$ cat config.mk
export PLATFORM = sky130hd
export DESIGN_NAME = sram_cycle_ctrl
export DESIGN_NICKNAME = d
export VERILOG_FILES = /design/src/rtl/sram_ctrl_pkg.sv /design/src/rtl/sram_phase_timer.sv /design/src/rtl/sram_cycle_seq.sv /design/src/rtl/sram_pin_drive.sv /design/src/rtl/sram_cycle_ctrl.sv
export SDC_FILE = /design/constraint.sdc
export NUM_CORES = 1
export LEC_CHECK = 0
export ABC_AREA = 1
export BUFFER_PORTS_ARGS = -buffer_cell sky130_fd_sc_hd__buf_2
export CAP_MARGIN = 10
export CELL_PAD_IN_SITES_DETAIL_PLACEMENT = 1
export CELL_PAD_IN_SITES_GLOBAL_PLACEMENT = 1
export CORE_ASPECT_RATIO = 0.5
export CORE_MARGIN = 5
export CORE_UTILIZATION = 37
export CTS_BUF_LIST = sky130_fd_sc_hd__clkbuf_16
export DETAILED_ROUTE_END_ITERATION = 16
export GPL_TIMING_DRIVEN = 0
export PLACE_DENSITY = 0.91
export SLEW_MARGIN = 20
export SYNTH_ARGS = -nofsm -noshare
export SYNTH_HDL_FRONTEND = slang
export SYNTH_HIERARCHICAL = 1
export SYNTH_SLANG_ARGS = --single-unit
$ cat constraint.sdc
create_clock -name clk -period 4.24 [get_ports clk]
set_clock_uncertainty 0.05 [all_clocks]
set_input_delay 0.424 -clock clk [delete_from_list [all_inputs] [get_ports clk]]
set_output_delay 0.424 -clock clk [all_outputs]
set_load 0.1 [all_outputs]
$ cat src/rtl/sram_ctrl_pkg.sv
package sram_ctrl_pkg;

  typedef enum logic [2:0] {
    ST_IDLE,
    ST_W_SETUP,
    ST_W_PULSE,
    ST_W_HOLD,
    ST_W_REC,
    ST_R_ACCESS,
    ST_R_TURN
  } sram_state_e;

  // nanoseconds to clock cycles, rounded up
  function automatic int ns2cyc(input int t_ns, input int clk_ns);
    return (t_ns + clk_ns - 1) / clk_ns;
  endfunction

  function automatic int imax(input int a, input int b);
    return (a > b) ? a : b;
  endfunction

endpackage

$ cat src/rtl/sram_phase_timer.sv
module sram_phase_timer #(
  parameter int CW = 3
) (
  input  logic          clk,
  input  logic          rst_n,
  input  logic          start,
  input  logic [CW-1:0] len_m1,
  output logic          last
);

  logic [CW-1:0] cnt_q;

  always_ff @(posedge clk or negedge rst_n) begin
    if (!rst_n)
      cnt_q <= '0;
    else if (start)
      cnt_q <= len_m1;
    else if (cnt_q != '0)
      cnt_q <= cnt_q - 1'b1;
  end

  assign last = (cnt_q == '0);

endmodule

$ cat src/rtl/sram_cycle_seq.sv
module sram_cycle_seq
  import sram_ctrl_pkg::*;
#(
  parameter int SETUP_C = 1,
  parameter int PULSE_C = 3,
  parameter int HOLD_C  = 1,
  parameter int REC_C   = 0,
  parameter int ACC_C   = 6,
  parameter int TURN_C  = 2
) (
  input  logic        clk,
  input  logic        rst_n,
  input  logic        req_valid,
  input  logic        req_write,
  output logic        req_ready,
  output sram_state_e state_q,
  output sram_state_e state_d,
  output logic        phase_last
);

  localparam int MAXLEN = imax(imax(imax(SETUP_C, PULSE_C), imax(HOLD_C, REC_C)),
                               imax(ACC_C, TURN_C));
  localparam int CW = $clog2(MAXLEN + 1);

  function automatic int phase_len(input sram_state_e s);
    case (s)
      ST_W_SETUP:  return SETUP_C;
      ST_W_PULSE:  return PULSE_C;
      ST_W_HOLD:   return HOLD_C;
      ST_W_REC:    return imax(REC_C, 1);
      ST_R_ACCESS: return ACC_C;
      ST_R_TURN:   return TURN_C;
      default:     return 1;
    endcase
  endfunction

  logic          start;
  logic [CW-1:0] len_m1;

  assign req_ready = (state_q == ST_IDLE);

  always_comb begin
    state_d = state_q;
    case (state_q)
      ST_IDLE:     if (req_valid) state_d = req_write ? ST_W_SETUP : ST_R_ACCESS;
      ST_W_SETUP:  if (phase_last) state_d = ST_W_PULSE;
      ST_W_PULSE:  if (phase_last) state_d = ST_W_HOLD;
      ST_W_HOLD:   if (phase_last) state_d = (REC_C > 0) ? ST_W_REC : ST_IDLE;
      ST_W_REC:    if (phase_last) state_d = ST_IDLE;
      ST_R_ACCESS: if (phase_last) state_d = ST_R_TURN;
      ST_R_TURN:   if (phase_last) state_d = ST_IDLE;
      default:     state_d = ST_IDLE;
    endcase
  end

  assign start  = (state_d != state_q);
  assign len_m1 = CW'(phase_len(state_d) - 1);

  always_ff @(posedge clk or negedge rst_n) begin
    if (!rst_n) state_q <= ST_IDLE;
    else        state_q <= state_d;
  end

  sram_phase_timer #(.CW(CW)) timer_i (
    .clk    (clk),
    .rst_n  (rst_n),
    .start  (start),
    .len_m1 (len_m1),
    .last   (phase_last)
  );

  AST_ACCEPT_GOES_BUSY: assert property (@(posedge clk) disable iff (!rst_n)
    (req_valid && req_ready) |=> !req_ready);

  AST_BUSY_NO_ACCEPT: assert property (@(posedge clk) disable iff (!rst_n)
    (!req_ready) |=> (state_q != ST_IDLE || $past(phase_last)));

endmodule

$ cat src/rtl/sram_pin_drive.sv
module sram_pin_drive
  import sram_ctrl_pkg::*;
#(
  parameter int AW     = 13,
  parameter int DW     = 8,
  parameter int TURN_C = 2
) (
  input  logic          clk,
  input  logic          rst_n,
  input  logic          accept,
  input  logic [AW-1:0] req_addr,
  input  logic [DW-1:0] req_wdata,
  input  sram_state_e   state_q,
  input  sram_state_e   state_d,
  input  logic          phase_last,
  input  logic [DW-1:0] sram_dq_in,
  output logic [AW-1:0] sram_addr,
  output logic          sram_ce_n,
  output logic          sram_ce2,
  output logic          sram_oe_n,
  output logic          sram_we_n,
  output logic [DW-1:0] sram_dq_out,
  output logic          sram_dq_oe,
  output logic          rsp_valid,
  output logic [DW-1:0] rsp_rdata
);

  localparam int GW = $clog2(TURN_C + 1) + 1;

  logic sel_d, we_d, oe_d, drv_d;

  always_comb begin
    sel_d = (state_d == ST_W_SETUP) || (state_d == ST_W_PULSE) ||
            (state_d == ST_W_HOLD)  || (state_d == ST_R_ACCESS);
    we_d  = (state_d == ST_W_PULSE);
    oe_d  = (state_d == ST_R_ACCESS);
    drv_d = (state_d == ST_W_SETUP) || (state_d == ST_W_PULSE) ||
            (state_d == ST_W_HOLD);
  end

  // pins are registered so the board sees clean edges
  always_ff @(posedge clk or negedge rst_n) begin
    if (!rst_n) begin
      sram_addr   <= '0;
      sram_dq_out <= '0;
      sram_ce_n   <= 1'b1;
      sram_ce2    <= 1'b0;
      sram_we_n   <= 1'b1;
      sram_oe_n   <= 1'b1;
      sram_dq_oe  <= 1'b0;
    end else begin
      if (accept) begin
        sram_addr   <= req_addr;
        sram_dq_out <= req_wdata;
      end
      sram_ce_n  <= !sel_d;
      sram_ce2   <= sel_d;
      sram_we_n  <= !we_d;
      sram_oe_n  <= !oe_d;
      sram_dq_oe <= drv_d;
    end
  end

  always_ff @(posedge clk or negedge rst_n) begin
    if (!rst_n) begin
      rsp_valid <= 1'b0;
      rsp_rdata <= '0;
    end else begin
      rsp_valid <= (state_q == ST_R_ACCESS) && phase_last;
      if ((state_q == ST_R_ACCESS) && phase_last)
        rsp_rdata <= sram_dq_in;
    end
  end

  // checker state: cycles since the output enable was last low
  logic [GW-1:0] gap_q;
  always_ff @(posedge clk or negedge rst_n) begin
    if (!rst_n)                gap_q <= GW'(TURN_C);
    else if (!sram_oe_n)       gap_q <= '0;
    else if (gap_q < GW'(TURN_C)) gap_q <= gap_q + 1'b1;
  end

  AST_WE_QUALIFIED: assert property (@(posedge clk) disable iff (!rst_n)
    (!sram_we_n) |-> (!sram_ce_n && sram_ce2 && sram_oe_n));

  AST_WRITE_HOLD: assert property (@(posedge clk) disable iff (!rst_n)
    (!sram_we_n) |=> (sram_dq_oe && $stable(sram_dq_out) && $stable(sram_addr)));

  AST_ADDR_HELD: assert property (@(posedge clk) disable iff (!rst_n)
    (!sram_ce_n) |=> (sram_ce_n || $stable(sram_addr)));

  AST_NO_CONTENTION: assert property (@(posedge clk) disable iff (!rst_n)
    (!sram_oe_n) |-> !sram_dq_oe);

  AST_TURNAROUND: assert property (@(posedge clk) disable iff (!rst_n)
    $rose(sram_dq_oe) |-> (gap_q >= GW'(TURN_C)));

  AST_RSP_ONE_CYCLE: assert property (@(posedge clk) disable iff (!rst_n)
    rsp_valid |=> !rsp_valid);

endmodule

$ cat src/rtl/sram_cycle_ctrl.sv
module sram_cycle_ctrl
  import sram_ctrl_pkg::*;
#(
  parameter int AW      = 13,
  parameter int DW      = 8,
  parameter int CLK_NS  = 10,
  parameter int T_WP    = 25,
  parameter int T_WC    = 50,
  parameter int T_AW    = 40,
  parameter int T_SCE1  = 40,
  parameter int T_SCE2  = 30,
  parameter int T_SD    = 25,
  parameter int T_AA    = 55,
  parameter int T_RC    = 55,
  parameter int T_DOE   = 25,
  parameter int T_HZOE  = 20
) (
  input  logic          clk,
  input  logic          rst_n,
  input  logic          req_valid,
  output logic          req_ready,
  input  logic          req_write,
  input  logic [AW-1:0] req_addr,
  input  logic [DW-1:0] req_wdata,
  output logic          rsp_valid,
  output logic [DW-1:0] rsp_rdata,
  output logic [AW-1:0] sram_addr,
  output logic          sram_ce_n,
  output logic          sram_ce2,
  output logic          sram_oe_n,
  output logic          sram_we_n,
  output logic [DW-1:0] sram_dq_out,
  output logic          sram_dq_oe,
  input  logic [DW-1:0] sram_dq_in
);

  localparam int PULSE_C = imax(1, ns2cyc(T_WP, CLK_NS));
  localparam int PRE_END = imax(imax(ns2cyc(T_AW, CLK_NS), ns2cyc(T_SD, CLK_NS)),
                                imax(ns2cyc(T_SCE1, CLK_NS), ns2cyc(T_SCE2, CLK_NS)));
  localparam int SETUP_C = imax(1, PRE_END - PULSE_C);
  localparam int HOLD_C  = 1;
  localparam int REC_C   = imax(0, ns2cyc(T_WC, CLK_NS) - SETUP_C - PULSE_C - HOLD_C);
  localparam int ACC_C   = imax(1, imax(ns2cyc(T_AA, CLK_NS),
                                        imax(ns2cyc(T_RC, CLK_NS), ns2cyc(T_DOE, CLK_NS))));
  localparam int TURN_C  = imax(1, ns2cyc(T_HZOE, CLK_NS));

  sram_state_e state_q, state_d;
  logic        phase_last;
  logic        accept;

  assign accept = req_valid && req_ready;

  sram_cycle_seq #(
    .SETUP_C (SETUP_C), .PULSE_C (PULSE_C), .HOLD_C (HOLD_C),
    .REC_C   (REC_C),   .ACC_C   (ACC_C),   .TURN_C (TURN_C)
  ) seq_i (
    .clk        (clk),
    .rst_n      (rst_n),
    .req_valid  (req_valid),
    .req_write  (req_write),
    .req_ready  (req_ready),
    .state_q    (state_q),
    .state_d    (state_d),
    .phase_last (phase_last)
  );

  sram_pin_drive #(.AW(AW), .DW(DW), .TURN_C(TURN_C)) pins_i (
    .clk         (clk),
    .rst_n       (rst_n),
    .accept      (accept),
    .req_addr    (req_addr),
    .req_wdata   (req_wdata),
    .state_q     (state_q),
    .state_d     (state_d),
    .phase_last  (phase_last),
    .sram_dq_in  (sram_dq_in),
    .sram_addr   (sram_addr),
    .sram_ce_n   (sram_ce_n),
    .sram_ce2    (sram_ce2),
    .sram_oe_n   (sram_oe_n),
    .sram_we_n   (sram_we_n),
    .sram_dq_out (sram_dq_out),
    .sram_dq_oe  (sram_dq_oe),
    .rsp_valid   (rsp_valid),
    .rsp_rdata   (rsp_rdata)
  );

  AST_IDLE_PINS: assert property (@(posedge clk) disable iff (!rst_n)
    req_ready |-> (sram_ce_n && !sram_ce2 && sram_we_n && sram_oe_n && !sram_dq_oe));

endmodule

==> reports/metrics.json <==
{
  "met3RoutedLength_um": 151,
  "maxUsedRoutingLayer": "met4",
  "ys_ff_latch": 41,
  "max_cap_viol_count": 0,
  "grt.total_usage": 0.173,
  "synth.lib_cells_used.distinct": 23,
  "setup_violations": 0,
  "yosys.area_share.adder": 0.0136,
  "die_width_um": 110,
  "critical_path_required_ns": 4.36,
  "grt_pass1_wl_um": 8690,
  "vias_per_cell": 4.60,
  "synthCells": 219,
  "postSynthAreaPerCell_um2": 8.40,
  "cp_max_fo": 7,
  "cts-root-buf": "clkbuf_16",
  "min_period_ns": 2.19,
  "nNetsFinal": 329,
  "core_area_um2": 4860,
  "synthSimpleGateAreaFrac": 0.235,
  "h_tree_level_count": 2,
  "place_hpwl_um": 3730,
  "grt_pass1_vias": 1829,
  "fin_tns_setup_ns": 0,
  "post-route-drc-count": 0,
  "cts_setup_buffers": 0,
  "vertical_die_dimension_um": 59.9,
  "critical_path.endpoint_type": "flip-flop",
  "grt_start_max_net_pins": 42,
  "wl_per_cell_um": 14.7,
  "globalRoute.totalOverflow": 0,
  "cts_num_sinks": 41,
  "synth_sequential_area_ratio": 0.560,
  "cp.arrival_ns": 2.32,
  "filler_cell_count": 635,
  "multi_input_comb_area_um2": 624,
  "num_io_pins": 69,
  "clock_latency_of_the_later_clocked_register_in_the_worst_skew_pair_ns": 0.28,
  "start_kind": "flip-flop",
  "finalHoldViolCount": 0,
  "max_slew_margin": 0.392,
  "yosys_warnings": 6,
  "antenna_cells_inserted": 0,
  "rsz0062_at_grt": "no",
  "type_of_the_worst_setup_path": "flip-flop to flip-flop",
  "cts-buffers-inserted": 5,
  "synth_xor_xnor_area_share": 0,
  "total_number_of_placement_rows": 18,
  "run_status": "completed",
  "synthesis.nets": 254,
  "synth_mux_area_frac": 0,
  "routed-wl-met2_um": 3010,
  "number_of_detailed_routing_iterations_run_before_antenna_repair": 4,
  "slew_viol_final": 0,
  "effective_utilization_at_floorplan": 0.378,
  "fin_crit_sh": 0.517,
  "synth-compound-area-share": 0.0905,
  "port_buffers": 68,
  "syn2layout_area_growth_pct": 30.7,
  "grt_antenna_before_repair": 0,
  "met1_length_um": 2100,
  "postcts_resize_cnt": 0,
  "drt-total-wl_um": 5350,
  "routed-via-count": 1679,
  "cts_tree": "done",
  "path_clk_slew_ns": 0.06,
  "ctsHoldBuffers": 0,
  "dieArea_um2": 6570,
  "finalHoldWorstSlack_ns": 0.233,
  "synth_top_family_by_area": "simple AND/OR/NAND/NOR gates",
  "synth_area_um2": 1840,
  "gp_congestion": 0.794,
  "fraction_of_final_layout_cells_with_drive_strength_greater_than_1": 0.319,
  "initialDrtViolationCount": 61,
  "hp-class": "input pin to asynchronous set/reset pin",
  "seq_area_um2": 1030,
  "max_freq_mhz": 456,
  "tightest_slew_ns": 0.912,
  "cts_max_path_buffers": 2,
  "drtAntennaViolNets": 0
}
## worst max-delay path, cell delays in order, from the launching register on
cell and delay (ns):
dfrtp_1 0.39, inv_1 0.10, ha_1 0.21, inv_1 0.07, nor2_2 0.27, nor2_1 0.12
o21ai_2 0.16, nand2_1 0.19, nand3_1 0.19, nand2_1 0.07, nand2_1 0.06, o21ai_0 0.09
nand2_1 0.08, nand2_1 0.05
## path summary, 6_finish.rpt
check / start / end / depth (start not counted) / slack [ns]
setup / recovery: seq_i/timer_i/cnt_q[0] / seq_i/timer_i/cnt_q[0] / 13 / 2.05
hold / removal: rst_n / pins_i/rsp_rdata[5] / 1 / 0.23
setup reg to reg: seq_i/timer_i/cnt_q[0] / seq_i/timer_i/cnt_q[0] / 13 / 2.05
hold reg to reg: pins_i/rsp_rdata[0] / pins_i/rsp_rdata[0] / 2 / 0.43
max in group asynchronous: rst_n / seq_i/state_q[1] / 1 / 3.34
min in group clk: req_addr[5] / pins_i/sram_addr[5] / 3 / 0.31
## state kept, by name, indices dropped and copies added (netlist names)
register / cells
pins_i/rsp_rdata: 8
pins_i/rsp_valid: 1
pins_i/sram_addr: 13
pins_i/sram_ce2: 1
pins_i/sram_ce_n: 1
pins_i/sram_dq_oe: 1
pins_i/sram_dq_out: 8
pins_i/sram_oe_n: 1
pins_i/sram_we_n: 1
seq_i/state_q: 3
seq_i/timer_i/cnt_q: 3
## metal layers
metal | global-route usage | vias to the layer above
li1 | - | 817
met1 | 0.188 | 825
met2 | 0.340 | 29
met3 | 0.0356 | 8
met4 | 0.0551 | 0
met5 | 0 | -
## cells in the mapped netlist
master | count | area (um^2)
nand2_1 | 67 | 251
dfrtp_1 | 38 | 951
inv_1 | 38 | 143
o21ai_0 | 24 | 120
nand3_1 | 15 | 75.1
nor2_1 | 7 | 26.3
a21oi_1 | 3 | 15.0
dfstp_2 | 3 | 78.8
inv_2 | 3 | 11.3
nand2_2 | 3 | 18.8
buf_2 | 2 | 10.0
clkbuf_2 | 2 | 10.0
ha_1 | 2 | 25.0
nor2_2 | 2 | 12.5
o21ai_2 | 2 | 17.5
a21oi_2 | 1 | 8.76
buf_6 | 1 | 11.3
nand3_2 | 1 | 10.0
nand4_1 | 1 | 6.26
nor2_8 | 1 | 20.0
nor3_1 | 1 | 5.00
nor3b_1 | 1 | 7.51
o21ai_1 | 1 | 5.00
## layout make-up
cell class	count	share of cell area
plain buffers	5	0.0130
well taps	70	0.0364
clock inverters	3	0.00469
inverters	41	0.0640
repair buffers	68	0.142
clock buffers	5	0.0521
flip-flops and latches	41	0.428
multi-input cells	132	0.260
## through the flow
step,setup slack (ns),util,instances,area [um^2]
after CTS,2.06,0.494,365,2400
final,2.05,0.494,365,2400
after detailed placement,2.11,0.466,357,2270
after global placement,2.26,0.466,357,2270
after global routing,1.84,0.494,365,2400
after floorplan,0.835,-,219,1840
## cells by family (layout without fill, tap and decap cells)
logic type	count (synthesis)	count (layout)
AND/OR/NAND/NOR	99	99
buffers and inverters	46	122
flip-flops	41	41
AO/OA/AOI/OAI	31	31
adder cells (fa/ha/maj)	2	2
## cell usage in the layout (no fill, tap or decap)
| master | instances |
|---|---|
| ha_1 | 2 |
| nor3_1 | 1 |
| a21oi_1 | 3 |
| dfstp_2 | 3 |
| dfrtp_1 | 38 |
| nand2_1 | 67 |
| nand3_2 | 1 |
| buf_6 | 1 |
| inv_1 | 40 |
| a21oi_2 | 1 |
| nand3_1 | 15 |
| buf_2 | 70 |
| o21ai_1 | 1 |
| o21ai_0 | 24 |
| clkbuf_16 | 5 |
| nand2_2 | 3 |
| nor3b_1 | 1 |
| nor2_2 | 2 |
| o21ai_2 | 2 |
| nor2_8 | 1 |
| inv_2 | 3 |
| nor2_1 | 7 |
| nand4_1 | 1 |
| clkinv_1 | 1 |
| clkbuf_2 | 2 |
Power is left out: the tool's default activity adds up to more than one toggle a clock period on the data nets, which glitch-free logic cannot reach.
